File: src/rtl/rx_frame_ep_pkg.sv
package rx_frame_ep_pkg;

   typedef enum logic [1:0] {
      REG_DATA   = 2'd0,
      REG_COUNT  = 2'd1,
      REG_STATUS = 2'd2,
      REG_CTRL   = 2'd3
   } ep_reg_e;

   localparam int ST_DONE  = 0;
   localparam int ST_RNE   = 1;
   localparam int ST_FRAME = 2;
   localparam int ST_NAK   = 3;

   localparam int CT_PKT_MASK   = 0;
   localparam int CT_FRAME_MASK = 1;

endpackage

File: src/rtl/rx_ep_fifo.sv
module rx_ep_fifo #(
   parameter int DATA_W = 8,
   parameter int DEPTH  = 8,
   localparam int PTR_W = (DEPTH > 1) ? $clog2(DEPTH) : 1,
   localparam int CNT_W = $clog2(DEPTH + 1)
) (
   input  logic              clk,
   input  logic              rst_n,
   input  logic              push,
   input  logic [DATA_W-1:0] push_data,
   input  logic              pop,
   input  logic              flush,
   output logic [DATA_W-1:0] pop_data,
   output logic [CNT_W-1:0]  count
);

   localparam bit POW2 = ((1 << PTR_W) == DEPTH);

   logic [DATA_W-1:0] mem [DEPTH];
   logic [PTR_W-1:0]  wr_ptr, rd_ptr, wr_nxt, rd_nxt;
   logic              do_push, do_pop;

   if (DEPTH < 2) begin : g_depth_bad
      $error("rx_ep_fifo: DEPTH must be at least 2");
   end

   assign do_pop  = pop && (count != '0);
   assign do_push = push && (count != CNT_W'(DEPTH));

   if (POW2) begin : g_wrap_pow2
      assign wr_nxt = wr_ptr + 1'b1;
      assign rd_nxt = rd_ptr + 1'b1;
   end else begin : g_wrap_cmp
      assign wr_nxt = (wr_ptr == PTR_W'(DEPTH - 1)) ? '0 : wr_ptr + 1'b1;
      assign rd_nxt = (rd_ptr == PTR_W'(DEPTH - 1)) ? '0 : rd_ptr + 1'b1;
   end

   always_ff @(posedge clk or negedge rst_n) begin
      if (!rst_n) begin
         wr_ptr <= '0;
         rd_ptr <= '0;
         count  <= '0;
      end else if (flush) begin
         wr_ptr <= '0;
         rd_ptr <= '0;
         count  <= '0;
      end else begin
         if (do_push) wr_ptr <= wr_nxt;
         if (do_pop)  rd_ptr <= rd_nxt;
         case ({do_push, do_pop})
            2'b10:   count <= count + 1'b1;
            2'b01:   count <= count - 1'b1;
            default: count <= count;
         endcase
      end
   end

   always_ff @(posedge clk) begin
      if (do_push && !flush) mem[wr_ptr] <= push_data;
   end

   assign pop_data = mem[rd_ptr];

endmodule

File: src/rtl/rx_ep_pkt_ctl.sv
module rx_ep_pkt_ctl (
   input  logic clk,
   input  logic rst_n,
   input  logic rx_valid,
   input  logic rx_eop,
   input  logic rx_good,
   input  logic done_clr_req,
   output logic push,
   output logic flush,
   output logic pkt_done,
   output logic nak
);

   logic in_pkt, drop, accept, good_end, bad_end, done_clr;

   // A packet is accepted or refused as a whole, decided at its first strobe
   assign accept   = in_pkt ? !drop : !pkt_done;
   assign push     = rx_valid && accept;
   assign good_end = rx_eop && accept && rx_good;
   assign bad_end  = rx_eop && accept && !rx_good;
   assign done_clr = done_clr_req && pkt_done;
   assign flush    = bad_end || done_clr;
   assign nak      = !accept;

   always_ff @(posedge clk or negedge rst_n) begin
      if (!rst_n) begin
         pkt_done <= 1'b0;
         in_pkt   <= 1'b0;
         drop     <= 1'b0;
      end else begin
         if (good_end)      pkt_done <= 1'b1;
         else if (done_clr) pkt_done <= 1'b0;

         if (rx_eop) begin
            in_pkt <= 1'b0;
            drop   <= 1'b0;
         end else if (rx_valid && !in_pkt) begin
            in_pkt <= 1'b1;
            drop   <= pkt_done;
         end
      end
   end

endmodule

File: src/rtl/rx_ep_irq.sv
module rx_ep_irq #(
   parameter bit FRAME_MASK_RST = 1'b1
) (
   input  logic clk,
   input  logic rst_n,
   input  logic sof,
   input  logic frame_clr,
   input  logic ctrl_we,
   input  logic pkt_mask_d,
   input  logic frame_mask_d,
   input  logic pkt_done,
   output logic frame_req,
   output logic pkt_mask,
   output logic frame_mask,
   output logic irq
);

   always_ff @(posedge clk or negedge rst_n) begin
      if (!rst_n) begin
         frame_req  <= 1'b0;
         pkt_mask   <= 1'b0;
         frame_mask <= FRAME_MASK_RST;
      end else begin
         frame_req <= sof || (frame_req && !frame_clr);
         if (ctrl_we) begin
            pkt_mask   <= pkt_mask_d;
            frame_mask <= frame_mask_d;
         end
      end
   end

   assign irq = (pkt_done && !pkt_mask) || (frame_req && !frame_mask);

endmodule

File: src/rtl/rx_frame_ep.sv
module rx_frame_ep
   import rx_frame_ep_pkg::*;
#(
   parameter int DATA_W = 8,
   parameter int DEPTH  = 8,
   localparam int CNT_W = $clog2(DEPTH + 1)
) (
   input  logic              clk,
   input  logic              rst_n,
   input  logic              rx_valid,
   input  logic [DATA_W-1:0] rx_data,
   input  logic              rx_eop,
   input  logic              rx_good,
   input  logic              sof,
   output logic              nak,
   input  logic              rd_en,
   input  logic              wr_en,
   input  logic [1:0]        addr,
   input  logic [DATA_W-1:0] wdata,
   output logic [DATA_W-1:0] rdata,
   output logic              irq
);

   if (DATA_W < 8) begin : g_width_bad
      $error("rx_frame_ep: DATA_W must be at least 8");
   end
   if (CNT_W > DATA_W) begin : g_cnt_bad
      $error("rx_frame_ep: count does not fit the read port");
   end

   logic              push, flush, pop, pkt_done, frame_req, pkt_mask, frame_mask;
   logic              st_we, ctrl_we;
   logic [DATA_W-1:0] pop_data;
   logic [CNT_W-1:0]  fifo_count;

   assign pop     = rd_en && (addr == REG_DATA);
   assign st_we   = wr_en && (addr == REG_STATUS);
   assign ctrl_we = wr_en && (addr == REG_CTRL);

   rx_ep_pkt_ctl u_pkt (
      .clk          (clk),
      .rst_n        (rst_n),
      .rx_valid     (rx_valid),
      .rx_eop       (rx_eop),
      .rx_good      (rx_good),
      .done_clr_req (st_we && wdata[ST_DONE]),
      .push         (push),
      .flush        (flush),
      .pkt_done     (pkt_done),
      .nak          (nak)
   );

   rx_ep_fifo #(.DATA_W(DATA_W), .DEPTH(DEPTH)) u_fifo (
      .clk       (clk),
      .rst_n     (rst_n),
      .push      (push),
      .push_data (rx_data),
      .pop       (pop),
      .flush     (flush),
      .pop_data  (pop_data),
      .count     (fifo_count)
   );

   rx_ep_irq u_irq (
      .clk          (clk),
      .rst_n        (rst_n),
      .sof          (sof),
      .frame_clr    (st_we && wdata[ST_FRAME]),
      .ctrl_we      (ctrl_we),
      .pkt_mask_d   (wdata[CT_PKT_MASK]),
      .frame_mask_d (wdata[CT_FRAME_MASK]),
      .pkt_done     (pkt_done),
      .frame_req    (frame_req),
      .pkt_mask     (pkt_mask),
      .frame_mask   (frame_mask),
      .irq          (irq)
   );

   always_comb begin
      rdata = '0;
      case (ep_reg_e'(addr))
         REG_DATA:   rdata = pop_data;
         REG_COUNT:  rdata = DATA_W'(fifo_count);
         REG_STATUS: begin
            rdata[ST_DONE]  = pkt_done;
            rdata[ST_RNE]   = (fifo_count != '0);
            rdata[ST_FRAME] = frame_req;
            rdata[ST_NAK]   = nak;
         end
         REG_CTRL: begin
            rdata[CT_PKT_MASK]   = pkt_mask;
            rdata[CT_FRAME_MASK] = frame_mask;
         end
         default: rdata = '0;
      endcase
   end

endmodule

File: config.mk
export PLATFORM = sky130hd
export DESIGN_NAME = rx_frame_ep
export DESIGN_NICKNAME = d
export VERILOG_FILES = /design/src/rtl/rx_frame_ep_pkg.sv /design/src/rtl/rx_ep_fifo.sv /design/src/rtl/rx_ep_pkt_ctl.sv /design/src/rtl/rx_ep_irq.sv /design/src/rtl/rx_frame_ep.sv
export SDC_FILE = /design/constraint.sdc
export NUM_CORES = 1
export LEC_CHECK = 0
export ABC_AREA = 1
export BUFFER_PORTS_ARGS = -buffer_cell sky130_fd_sc_hd__buf_4
export CAP_MARGIN = 5
export CORE_UTILIZATION = 45
export CTS_CLUSTER_DIAMETER = 50
export CTS_CLUSTER_SIZE = 12
export DETAILED_ROUTE_END_ITERATION = 16
export PLACE_DENSITY = 0.68
export SYNTH_ARGS = -nofsm -noshare
export SYNTH_HDL_FRONTEND = slang
export SYNTH_SLANG_ARGS = --single-unit
File: constraint.sdc
create_clock -name clk -period 4.2 [get_ports clk]
set_clock_uncertainty 0.15 [all_clocks]
set_input_delay 0.42 -clock clk [delete_from_list [all_inputs] [get_ports clk]]
set_output_delay 0.42 -clock clk [all_outputs]
set_load 0.02 [all_outputs]
Yosys cells after proc, flatten, opt, wreduce, memory -nomap -nowiden
Memory sizes are Yosys's and may differ from the RTL's. Index checks and enable logic that the tools add are counted.

Add/subtract/negate cells: 4. Eq/ne operators: 6. Muxes and demuxes: 18. Reductions and logical operators: 36.

Operators by type and width (number): 1-bit logical AND (17); 3-bit two-way mux (4); 1-bit logical NOT (9); 1-bit two-way mux (9); 4-bit two-way mux (2); 2-bit one-hot mux with 4 select lines (1); 4-bit one-hot mux with 2 select lines (1); 2-bit nonzero test (4); 3-bit by 1-bit adder with 3-bit output (second input constant) (2); 2-bit equality test (second input constant) (3); 2-bit one-hot mux with 3 select lines (1); 4-bit by 1-bit adder with 4-bit output (second input constant) (1); 2-bit by 1-bit equality test with 1-bit output (second input constant) (2); 4-bit != test (second input constant) (1); 4-bit nonzero test (1); 4-bit by 1-bit subtractor with 4-bit output (second input constant) (1); 1-bit logical OR (3); 3-bit nonzero test (1); 2-bit logical NOT (1).

Bits in registers: 16. Bits in writable memories: 64. Output and inout port bits: 10. Word-level logic and storage cells: 74. Memories: 1.

Memory list: u_fifo.mem (words 8, bits a word 8, rd ports 1, clocked after Yosys merged registers in 0, write ports 1, RTL line rx_ep_fifo.sv:19) `logic [DATA_W-1:0] mem [DEPTH];`.

Longest topological paths before layout
Gate-level depths: netlist of run 1.

Depth after elaboration: 9. Mapped depth: 15. Gate-level depth less buffers: 15.

Hierarchy
Synthesis of run 1 repeated with hierarchy kept, for this count alone.

Cell total of the unflattened synthesis: 355. Area, all modules: 3604.7 um^2.

By module, submodules not included: rx_ep_fifo (times used 1, cells an instance 272, area each 3118.0 um^2, sequential area each 2172.1 um^2); rx_frame_ep (times used 1, cells an instance 41, area each 182.7 um^2, sequential area each 0.0 um^2); rx_ep_pkt_ctl (times used 1, cells an instance 23, area each 167.7 um^2, sequential area each 75.1 um^2); rx_ep_irq (times used 1, cells an instance 19, area each 136.4 um^2, sequential area each 76.3 um^2).

Worst setup path before layout of run 1
No wires, ideal clock.

Path kind: input -> register. From: input port addr[0]. To: register u_fifo.count[2]. Arrival time: 2.054 ns. Data required time: 3.927 ns. Path slack: 1.873 ns. Cell stages on the path: 12. Path buffers: 1. Cell sequence: buf_6 nor2_2 nand3_2 inv_1 ha_1 nand2_1 and2_1 ha_1 a21o_1 nand2_1 nor3b_1 nor2_1.

Longest elaborated chain between the ends: 6. Elaborated cells between the ends (all ways): 13. Those cells by class: eq/ne (3); mux (2); reduce/logical (8).

Ends and longest elaborated chain: start, declared (RTL line rx_frame_ep.sv:18) `input logic [1:0] addr,`; 2-bit logical NOT or 2-bit equality test (tied branches) (RTL line rx_frame_ep.sv:36, rx_frame_ep.sv:37); 1-bit logical AND, on equally long branches (RTL line rx_frame_ep.sv:36, rx_frame_ep.sv:37); 1-bit logical AND, on equally long branches (RTL line rx_ep_fifo.sv:27, rx_frame_ep.sv:46); 2-bit by 1-bit equality test with 1-bit output (tied with other cells) (RTL line rx_ep_fifo.sv:50) `case ({do_push, do_pop})`; 4-bit one-hot mux with 2 select lines or 1-bit logical OR (tied branches) (RTL line rx_ep_fifo.sv:50, rx_ep_pkt_ctl.sv:22); 4-bit two-way mux or 3-bit nonzero test (tied branches); end signal, assigned (RTL line rx_ep_fifo.sv:51) `2'b10: count <= count + 1'b1;`; end signal, assigned (RTL line rx_ep_fifo.sv:52) `2'b01: count <= count - 1'b1;`; end signal, assigned (RTL line rx_ep_fifo.sv:53) `default: count <= count;`; end, declared (RTL line rx_ep_fifo.sv:14) `output logic [CNT_W-1:0] count`.

Parallel ways exist; a longest one is shown, timed or not. A chain may end at the register's enable or synchronous reset.

Worst setup path after layout of run 1
From: register u_fifo.rd_ptr[1]. To: output port rdata[0].

Longest elaborated chain between the ends: 2.

Ends and longest elaborated chain: start, declared (RTL line rx_ep_fifo.sv:20) `logic [PTR_W-1:0] wr_ptr, rd_ptr, wr_nxt, rd_nxt;`; start signal, assigned (RTL line rx_ep_fifo.sv:49) `if (do_pop) rd_ptr <= rd_nxt;`; memory 8 x 8 bit; 2-bit one-hot mux with 4 select lines (RTL line rx_frame_ep.sv:81) `case (ep_reg_e'(addr))`; end, declared (RTL line rx_frame_ep.sv:20) `output logic [DATA_W-1:0] rdata,`.

Every way passes these cells.

==> results by group, run 1 <==
Timing
  • Max-slew headroom: 0.339
  • RSZ-0062 raised after global routing: no
  • Final setup viols: 0
  • Max Slew Vio Count: 0
  • Worst slew pin tran: 0.988 ns
  • Final min period: 2.75 ns
  • TNS Setup: 0 ns
  • Setup WS post-layout: approximately 1.4 ns
  • F_max: 0.363 GHz
  • Period utilisation layout: 0.656
  • Final hold viol count: 0

Global routing
  • Global-route wire length before repair: 12,400 um
  • Total congestion overflow: 0
  • Pin count of the biggest net entering global routing: 37
  • Number of global-route vias before repair: roughly 2,500
  • Overall Global Routing Usage: 0.197
  • Initial antenna violation count: 0

CTS
  • Resized cells post-CTS: 0
  • Bufs on Longest Clock Path: 2
  • # clock sinks: 80
  • CTS tree: yes
  • Post-CTS Hold Fix Bufs: 1
  • Post-CTS setup buffer count: 0
  • CTS Buf Count: 9
  • H-tree Lvls: 3
  • Worst-Skew Late Latency: approximately 0.35 ns
  • Root Driver: clkbuf_8
  • Clk slew on worst S/H paths: 0.08 ns

Synth
  • Post-synthesis net count: 392
  • Mapped Area: around 3700 um^2
  • Post-synthesis cell type count: 36
  • Yosys reg bits: 80
  • Avg Inst Size Synth: 10.2 um^2
  • Top FF cell, synth: edfxtp_1
  • Register area share after synthesis: 0.634
  • Synth Warn #: 0
  • Number of flops mapped to enable cells by yosys: 64
  • Synth async-reset ratio: 0.200
  • Cells after Synth: 360

Routing
  • Drt via density: 5.03
  • Final ANT Viol Nets: 0
  • Drt first pass iters: 4
  • DRC: 0
  • Via count: 2,496
  • First DRT Iteration DRCs: 196
  • DRT Wirelength: 7410 um
  • DR WL/cell: 14.9 um

Critical path
  • Launching point of the worst reg2reg path: u_pkt.pkt_done$_DFFE_PN0P_
  • Reg2Reg Depth: 7
  • CP required: 3.63 ns
  • CP startpoint kind: flip-flop
  • Kind of critical path: reg -> out
  • CP Max Fanout: 18
  • Endpoint type of the worst setup path: output pin
  • Critical path arrival: approximately 2.2 ns
  • Crit path from: u_fifo.rd_ptr[1]$_DFFE_PN0P_

Die
  • Die Area: 8510 um^2
  • Die width: about 90 um
  • Initial core utilization: 0.469
  • Rows: 32
  • Core area: 7810 um^2
  • Num ports: 36
  • Die H: 92.2 um

Status
  • Status: completed

Power
  • P per Cell Area: 529 nW/um^2
  • Power consumption: 2.19 mW
  • Peak VDD IR: 0.177 mV
  • Pleak: 1.70 nW

Run
  • Max_cap viols: 0

Min path
  • Min-Delay Startpoint: sof
  • Number of cells on the worst hold path: 2
  • HP Class: in -> reg

Placed design
  • Port Buffers: 30
  • Final HPWL DP: 4720 um
  • Placed Cells incl. Taps: about 480
  • Dpl ws: ~1.5 ns
  • Routability cong.: 0.836

Finish
  • Layout Cells excl Fill: 496
  • Area Overhead vs Synth: 13.0%
  • Layout cell share with drive strength beyond 1: 0.155
  • Nets: 424
  • Final Util: 0.530
  • Filler instances: 691
  • N_diodes: 0
-- cells in the mapped netlist, types with 2 or more instances --
cell type / n / area share
a21o_1: 2 / 0.0041
a21oi_1: 8 / 0.011
a31oi_1: 2 / 0.0034
buf_2: 7 / 0.0096
buf_4: 2 / 0.0041
dfrtp_1: 15 / 0.10
edfxtp_1: 64 / 0.52
ha_1: 6 / 0.020
inv_1: 27 / 0.028
inv_2: 3 / 0.0031
mux2_2: 2 / 0.0061
nand2_1: 75 / 0.077
nand2_2: 2 / 0.0034
nand2_4: 2 / 0.0061
nand3_1: 26 / 0.036
nor2_1: 64 / 0.066
nor2_2: 2 / 0.0034
nor2_4: 2 / 0.0061
nor3b_1: 2 / 0.0041
o211ai_1: 2 / 0.0041
o21ai_0: 28 / 0.038
o22ai_1: 2 / 0.0034
xor2_1: 2 / 0.0048
-- power by group --
| group | leakage, nW | internal [mW] | switching (mW) | total [mW] |
|---|---|---|---|---|
| combinational | 0.831 | 0.228 | 0.413 | 0.641 |
| sequential | 0.774 | 0.944 | 0.0856 | 1.03 |
| clock | 0.0908 | 0.263 | 0.257 | 0.520 |
| total | 1.70 | 1.44 | 0.755 | 2.19 |
-- cell usage in the layout, fill, tap and decap left out, drive strengths merged, types with 2 or more instances in the layout --
cell,n
nand2,79
nor2,68
edfxtp,64
buf,31
o21ai,30
inv,30
nand3,27
dfrtp,15
clkbuf,9
a21oi,8
ha,6
clkinv,4
o211ai,2
a31oi,2
o22ai,2
a21o,2
mux2,2
xor2,2
nor3b,2
nand4,2
-- per-layer routing --
layer	share of wire	global-route usage	vias to the layer above
li1	-	-	1275
met1	0.44	0.261	1159
met2	0.49	0.322	52
met5	0	0	-
met4	0.016	0.0781	0
met3	0.048	0.0332	10
-- path summary, 6_finish.rpt --
path	end	slack [ns]
max	rdata[0]	1.45
min	u_irq.frame_req$_DFF_PN0_	0.11
max reg2reg	u_fifo.mem[2][5]$_DFFE_PP_	1.79
min reg2reg	u_irq.frame_req$_DFF_PN0_	0.34
max in group asynchronous	u_irq.frame_mask$_DFFE_PN1P_	3.32
min in group asynchronous	u_fifo.count[3]$_DFFE_PN0P_	0.32
-- final cells by class --
type,count,area [um^2],area share
repair buffers,32,243,0.0586
flip-flops and latches,80,2320,0.561
multi-input cells,238,1160,0.280
clock buffers,9,124,0.0299
well taps,102,128,0.0308
clock inverters,4,48.8,0.0118
inverters,31,116,0.0281
-- flip-flops by register name, indices dropped and copies added (netlist names), 3 cells and up --
name / cells
u_fifo.mem: 64
u_fifo.count: 4
u_fifo.rd_ptr: 3
u_fifo.wr_ptr: 3
-- worst max-delay path: stages, from the launching register on --
cell and delay [ns]:
dfrtp_1 0.77, inv_2 0.32, nor2_1 0.16, o21ai_0 0.09
nand3_1 0.12, nand3_1 0.13, nand2_1 0.10, buf_4 0.14
-- logic make-up (layout without fill, tap and decap cells) --
logic type | Yosys count | count (layout) | share of synthesized area
AOI/OAI and AO/OA | 48 | 48 | 0.0724
xor gates and xnor gates | 2 | 2 | 0.00478
adders and majority gates | 6 | 6 | 0.0205
buffers and inverters | 42 | 76 | 0.0499
DFF | 80 | 80 | 0.634
muxes | 2 | 2 | 0.00615
and+or+nand+nor | 180 | 180 | 0.212
-- metrics by stage --
stage / hold slack (ns) / instance area, um^2
after floorplan: -0.0256 / 3660
after detailed placement: 0.147 / 3960
after global placement: 0.144 / 3960
final: 0.106 / 4140
after global routing: 0.104 / 4140
after CTS: 0.0944 / 4140
Power figures use the tool's default switching activity.
==> inputs of run 2 (changes only) <==
ABC_AREA = 0   (was 1)
PLACE_DENSITY = 0.71   (was 0.68)
clock period = 2.3 ns   (was 4.2 ns; I/O delays follow)
==> results by group, run 2 <==
Min path
  • Number of cells on the worst hold path: 3
  • Worst Hold Endpoint: u_irq.frame_req$_DFF_PN0_
  • Min-Delay Startpoint: wr_en
  • HP Class: in -> reg

CTS
  • CTS Buf Count: 9
  • Worst-Skew Late Latency: 0.35 ns
  • Bufs on Longest Clock Path: 2
  • Root Driver: clkbuf_8
  • H-tree Lvls: 3
  • # clock sinks: 80
  • CTS tree: yes
  • Clk slew on worst S/H paths: approximately 0.080 ns

Timing
  • TNS Setup: -1.03 ns
  • Final setup viols: 16
  • Setup WS post-layout: -0.151 ns
  • WHS: around 0.038 ns
  • F_max: 0.408 GHz
  • Max-slew headroom: 0.698
  • RSZ-0062 raised after global routing: yes
  • Max Slew Vio Count: 0
  • Final min period: 2.45 ns
  • Period utilisation layout: 1.07
  • Worst slew pin tran: 0.453 ns
  • Final hold viol count: 0

Synth
  • XOR/XNOR Fraction of Synth Area: 0.0177
  • Avg Inst Size Synth: 16.6 um^2
  • Top cells by count, synth: 64 x edfxtp_1, 24 x nor2_1, 16 x mux4_2
  • Synth Warn #: 0
  • Ranking of synthesized cells by area: edfxtp_1 56%, dfrtp_1 11%, mux4_2 10%
  • Mapped Area: roughly 3500 um^2
  • Yosys top cell area share: 0.555
  • Yosys reg bits: 80
  • Post-synthesis net count: between 200 and 250
  • Top-count cell post-synth: edfxtp_1
  • Compound-Gate Fraction of Synth Area: 0.0361
  • Number of flops mapped to enable cells by yosys: 64
  • Adder-Cell Fraction of Synth Area: 0.0217
  • Post-synthesis cell type count: 45
  • Register area share after synthesis: 0.671
  • Cells after Synth: 209
  • Simple-gate share of the synthesized area: 0.0766
  • Area leader, netlist: edfxtp_1
  • Synth async-reset ratio: 0.200
  • Mux contribution to synthesized area: 0.155
  • Main combinational cell family by area after synthesis: multiplexers
  • Top FF cell, synth: edfxtp_1

Die
  • Die H: 89.7 um
  • Die Area: 8050 um^2
  • Initial core utilization: 0.472
  • Rows: 31
  • Core area: 7330 um^2
  • Num ports: 36
  • Die width: ~90 um

Finish
  • Filler instances: a little over 500
  • Most common cell after layout, fill and taps aside: buf_4
  • Max reg flops: between 60 and 70
  • Layout cell share with drive strength beyond 1: 0.457
  • Biggest register: u_fifo.mem
  • Most frequent cells in the layout: 65 x buf_4, 64 x edfxtp_1, 18 x nor2_1, 16 x mux4_2, 15 x dlygate4sd3_1
  • Area Overhead vs Synth: 36.0%
  • N_diodes: 0
  • Top flop regs: u_fifo.mem x64, u_fifo.count x4
  • Layout Cells excl Fill: 410
  • Nets: 338

Global routing
  • Pin count of the biggest net entering global routing: 17
  • Total congestion overflow: 0
  • Global-route wire length before repair: 11,400 um
  • Overall Global Routing Usage: 0.189
  • Number of global-route vias before repair: 2,231
  • Initial antenna violation count: 0

Power
  • Pleak: 1.79 nW
  • Combinational power share: 0.368
  • Sequential power share: 0.407
  • Peak VDD IR: 0.511 mV
  • Switch share: 0.307
  • Clock group share of total power: 0.225
  • P_sw: between 1 and 1.5 mW
  • P per Cell Area: between 900 and 1000 nW/um^2
  • Pint: 3.23 mW

Routing
  • DRC: 0
  • Drt via density: 5.35
  • DR WL/cell: 17.7 um
  • First DRT Iteration DRCs: 153
  • DRT Wirelength: 7240 um
  • Drt first pass iters: 4
  • Final ANT Viol Nets: 0
  • Via count: ~2,200

Placed design
  • Placed Cells incl. Taps: approximately 360
  • Final HPWL DP: 4540 um
  • Port Buffers: 30
  • Routability cong.: between 0.7 and 0.8

Critical path
  • CP startpoint kind: flip-flop
  • Reg2Reg Depth: 9
  • FF-to-FF End: u_fifo.count[3]$_DFFE_PN0P_
  • Critical path arrival: 2.07 ns
  • R2r setup slk: -0.13 ns
  • CP Max Fanout: 7
  • Kind of critical path: reg -> out
  • Launching point of the worst reg2reg path: u_fifo.count[2]$_DFFE_PN0P_
  • Endpoint type of the worst setup path: output pin
  • CP required: 1.92 ns

Status
  • Status: finished with violations
  • Failing checks: setup timing

Run
  • Max_cap viols: 0
==> run 2: cell types whose count changed in the layout (fill, tap and decap cells not counted), moves of 4 or more <==
cell	delta
dlygate4sd3_1	+14
nor2_1	-46
buf_6	+11
buf_4	+34
mux4_2	+16
o21ai_0	-26
a21oi_1	-7
nand3_1	-23
inv_1	-23
nand2_1	-71
nor2_4	+4
mux2i_1	+13
==> run 2: per-stage QoR <==
stage | util | worst slack (ns) | cell area (um^2) | total power, mW
after global routing | 0.642 | -0.254 | 4710 | 4.90
after CTS | 0.620 | -0.158 | 4540 | 4.55
after detailed placement | 0.554 | -0.146 | 4060 | 3.32
final | 0.642 | -0.151 | 4710 | 4.65
after global placement | 0.554 | -0.113 | 4060 | 3.29
after floorplan | - | -0.116 | 3520 | 2.79
==> run 2: area by class of cell <==
type	instances	area, um^2	area share
sequential	80	2320	0.494
multi-input combinational	114	1190	0.254
timing repair buffer	95	832	0.177
clock buffer	9	124	0.0263
tap	99	124	0.0263
clock inverter	7	80.1	0.0170
inverter	6	30.0	0.00638
==> run 2: critical path: stages, from the launching register on <==
cell     delay, ns
dfrtp_2       0.50
mux4_2        0.54
mux2i_1       0.18
nor2_1        0.08
a221o_1       0.28
buf_6         0.14
==> run 2: repair_timing <==
item / in CTS / in global routing
pin swaps: 6 / 9
endpoints found under the hold margin: 86 / 0
buffers inserted: 8 / 9
hold buffers: 15 / 0
endpoints found under the setup margin: 51 / 73
resized for setup: 17 / 21
gates cloned: 0 / 0
==> run 2: power by group through the flow <==
stage	logic (mW)	clock network, mW	registers (mW)
5_1_grt	1.85	1.13	1.92
3_3_place_gp	1.37	0	1.91
6_report	1.71	1.05	1.89
3_5_place_dp	1.40	0	1.92
2_1_floorplan	0.941	0	1.85
4_1_cts	1.59	1.07	1.89
==> run 2: worst max-delay path by stage <==
stage          cells after the start                     endpoint                          from  slack (ns)
2_1_floorplan                     10  u_fifo.count[3]$_DFFE_PN0P_   u_fifo.count[1]$_DFFE_PN0P_       -0.12
3_3_place_gp                       9  u_fifo.count[3]$_DFFE_PN0P_   u_fifo.count[3]$_DFFE_PN0P_       -0.11
3_5_place_dp                       4   u_fifo.mem[3][4]$_DFFE_PP_      u_pkt.in_pkt$_DFFE_PN0P_       -0.15
4_1_cts                            5                     rdata[3]  u_fifo.rd_ptr[0]$_DFFE_PN0P_       -0.16
5_1_grt                            5                     rdata[3]  u_fifo.rd_ptr[0]$_DFFE_PN0P_       -0.25
6_report                           5                     rdata[3]  u_fifo.rd_ptr[0]$_DFFE_PN0P_       -0.15
==> run 2: cell families (layout without fill, tap and decap cells) <==
logic type	Yosys count	after routing
AND/OR/NAND/NOR	51	51
XOR/XNOR	7	7
buffers and inverters	15	117
flip-flops	80	80
AO/OA/AOI/OAI	17	17
adder cells (fa/ha/maj)	6	6
multiplexers	33	33
==> run 2: metal layers <==
metal  GRT usage  vias up  routed length (um)
met4      0.0902        0                 180
li1            -     1009                   -
met3      0.0364       16                 313
met1       0.235     1106                3040
met2       0.320       61                3710
met5           0        -                   0
==> inputs of run 3 (changes only) <==
CAP_MARGIN = unset   (was 5)
CELL_PAD_IN_SITES_DETAIL_PLACEMENT = 1   (was unset)
CELL_PAD_IN_SITES_GLOBAL_PLACEMENT = 2   (was unset)
CORE_UTILIZATION = 39   (was 45)
PLACE_DENSITY = 0.81   (was 0.71)
==> results by group, run 3 (synthesis results as in run 2) <==
Status
  • Status: finished with violations
  • Failing checks: setup timing

Die
  • Initial core utilization: 0.399
  • Die width: around 96 um
  • Core area: 8680 um^2
  • Die H: around 96 um
  • Die Area: 9260 um^2
  • Rows: 34
  • Num ports: 36

CTS
  • # clock sinks: 80
  • CTS tree: yes
  • Worst-Skew Late Latency: 0.36 ns
  • Clk slew on worst S/H paths: 0.09 ns
  • CTS Buf Count: 9
  • Bufs on Longest Clock Path: 2
  • Root Driver: clkbuf_8
  • H-tree Lvls: 3

Global routing
  • Initial antenna violation count: 0
  • Pin count of the biggest net entering global routing: 17
  • Total congestion overflow: 0
  • Overall Global Routing Usage: 0.199
  • Global-route wire length before repair: between 10,000 and 15,000 um
  • Number of global-route vias before repair: 2,388

Routing
  • First DRT Iteration DRCs: 122
  • DRC: 0
  • DRT Wirelength: 8510 um
  • DR WL/cell: 20.5 um
  • Drt first pass iters: 4
  • Drt via density: approximately 5.3
  • Final ANT Viol Nets: 0
  • Via count: 2,185

Critical path
  • Crit path max-delay family: multiplexers
  • Endpoint type of the worst setup path: output pin
  • CP startpoint kind: flip-flop
  • R2r setup slk: -0.16 ns
  • Max incr delay on CP: 0.52 ns
  • CP required: 1.92 ns
  • Reg2Reg Depth: 9
  • Launching point of the worst reg2reg path: u_fifo.count[3]$_DFFE_PN0P_
  • CP bufs+invs: 2
  • FF-to-FF End: u_fifo.count[3]$_DFFE_PN0P_
  • CP max stage cell: mux4_2
  • Critical path arrival: around 2.1 ns
  • CP Max Fanout: 7
  • Kind of critical path: reg -> out
  • Crit-path cells: buf_12, mux4_2, mux2i_2, nor2_1, a221o_1, buf_6

Finish
  • Most common cell after layout, fill and taps aside: buf_4
  • Most frequent cells in the layout: 66 x buf_4, 64 x edfxtp_1, 18 x nor2_1, 16 x mux4_2, 15 x dlygate4sd3_1
  • Nets: 335
  • Filler instances: 835
  • Area Overhead vs Synth: 36.6%
  • Register area: 2320 um^2
  • N_diodes: 0
  • Top flop regs: u_fifo.mem x64, u_fifo.count x4
  • Multi-input logic area: about 1200 um^2
  • Biggest register: u_fifo.mem
  • Max reg flops: 64
  • Layout cell share with drive strength beyond 1: 0.461

Min path
  • Number of cells on the worst hold path: 3
  • HP Class: in -> reg
  • Min-Delay Startpoint: wdata[2]
  • Worst Hold Endpoint: u_irq.frame_req$_DFF_PN0_

Timing
  • Final min period: 2.51 ns
  • Max-slew headroom: 0.765
  • Period utilisation layout: 1.09
  • Final hold viol count: 0
  • TNS Setup: -1.16 ns
  • Final setup viols: 8
  • Worst slew pin tran: roughly 0.35 ns
  • Setup WS post-layout: -0.208 ns
  • WHS: 0.0497 ns
  • RSZ-0062 raised after global routing: yes
  • Max Slew Vio Count: 0
  • F_max: around 0.40 GHz

Power
  • Peak VDD IR: just under 0.5 mV
  • Pleak: 1.79 nW
  • P per Cell Area: 1030 nW/um^2

Placed design
  • Final HPWL DP: about 5500 um
  • Port Buffers: 30
  • Routability cong.: 0.717

Run
  • Max_cap viols: 0
[run 3: changes by cell type in the layout (fill, tap and decap cells not counted), moves of 2 or more]
cell	previous run	this run
buf_6	11	6
mux2i_2	1	3
mux2i_1	13	11
clkinv_4	4	1
[run 3: how the worst max path moves through the flow]
stage	slack (ns)	end	startpoint	cells after the start
2_1_floorplan	-0.12	u_fifo.count[3]$_DFFE_PN0P_	u_fifo.count[1]$_DFFE_PN0P_	10
3_3_place_gp	-0.13	u_fifo.count[3]$_DFFE_PN0P_	u_fifo.count[3]$_DFFE_PN0P_	9
3_5_place_dp	-0.18	u_fifo.mem[5][6]$_DFFE_PP_	u_pkt.in_pkt$_DFFE_PN0P_	4
4_1_cts	-0.22	rdata[3]	u_fifo.rd_ptr[0]$_DFFE_PN0P_	6
5_1_grt	-0.28	rdata[3]	u_fifo.rd_ptr[0]$_DFFE_PN0P_	6
6_report	-0.21	rdata[3]	u_fifo.rd_ptr[0]$_DFFE_PN0P_	6
[run 3: timing repair]
item | in CTS | in global routing
hold endpoints to repair | 86 | 0
gates resized for setup | 21 | 16
pin swaps | 9 | 9
hold buffers | 15 | 0
setup endpoints to repair | 62 | 60
cloned | 0 | 0
buffers inserted | 10 | 7
[run 3: final cells by class]
cell class	instances	share of cell area
clock buffers	9	0.0262
clock inverters	7	0.0227
inverters	6	0.00582
multi-input cells	114	0.257
flip-flops and latches	80	0.491
well taps	108	0.0286
repair buffers	92	0.169
[run 3: routing by layer]
layer / global-route usage / wire length, um
met5: 0 / 0
met3: 0.0521 / 345
met4: 0.0821 / 131
met1: 0.243 / 3570
met2: 0.335 / 4460
[run 3: where the power goes]
part	internal (mW)	total [mW]	switching [mW]	leakage [nW]
registers	1.73	1.89	0.152	0.775
clock network	0.634	1.20	0.564	0.114
logic	0.996	1.80	0.808	0.903
total	3.36	4.89	1.52	1.79
[run 3: per-stage QoR]
stage / util / power [mW] / std cells / instance area, um^2 / setup WS, ns
floorplan: - / 2.79 / 209 / 3520 / -0.116
CTS: 0.532 / 4.77 / 410 / 4610 / -0.223
global route: 0.545 / 5.13 / 416 / 4730 / -0.278
global placement: 0.470 / 3.31 / 370 / 4080 / -0.129
detailed placement: 0.470 / 3.36 / 370 / 4080 / -0.178
finish: 0.545 / 4.89 / 416 / 4730 / -0.208
[run 3: worst min-delay path: stages]
cell and delay [ns]:
buf_4 0.11, nand3_1 0.08, a21o_1 0.11
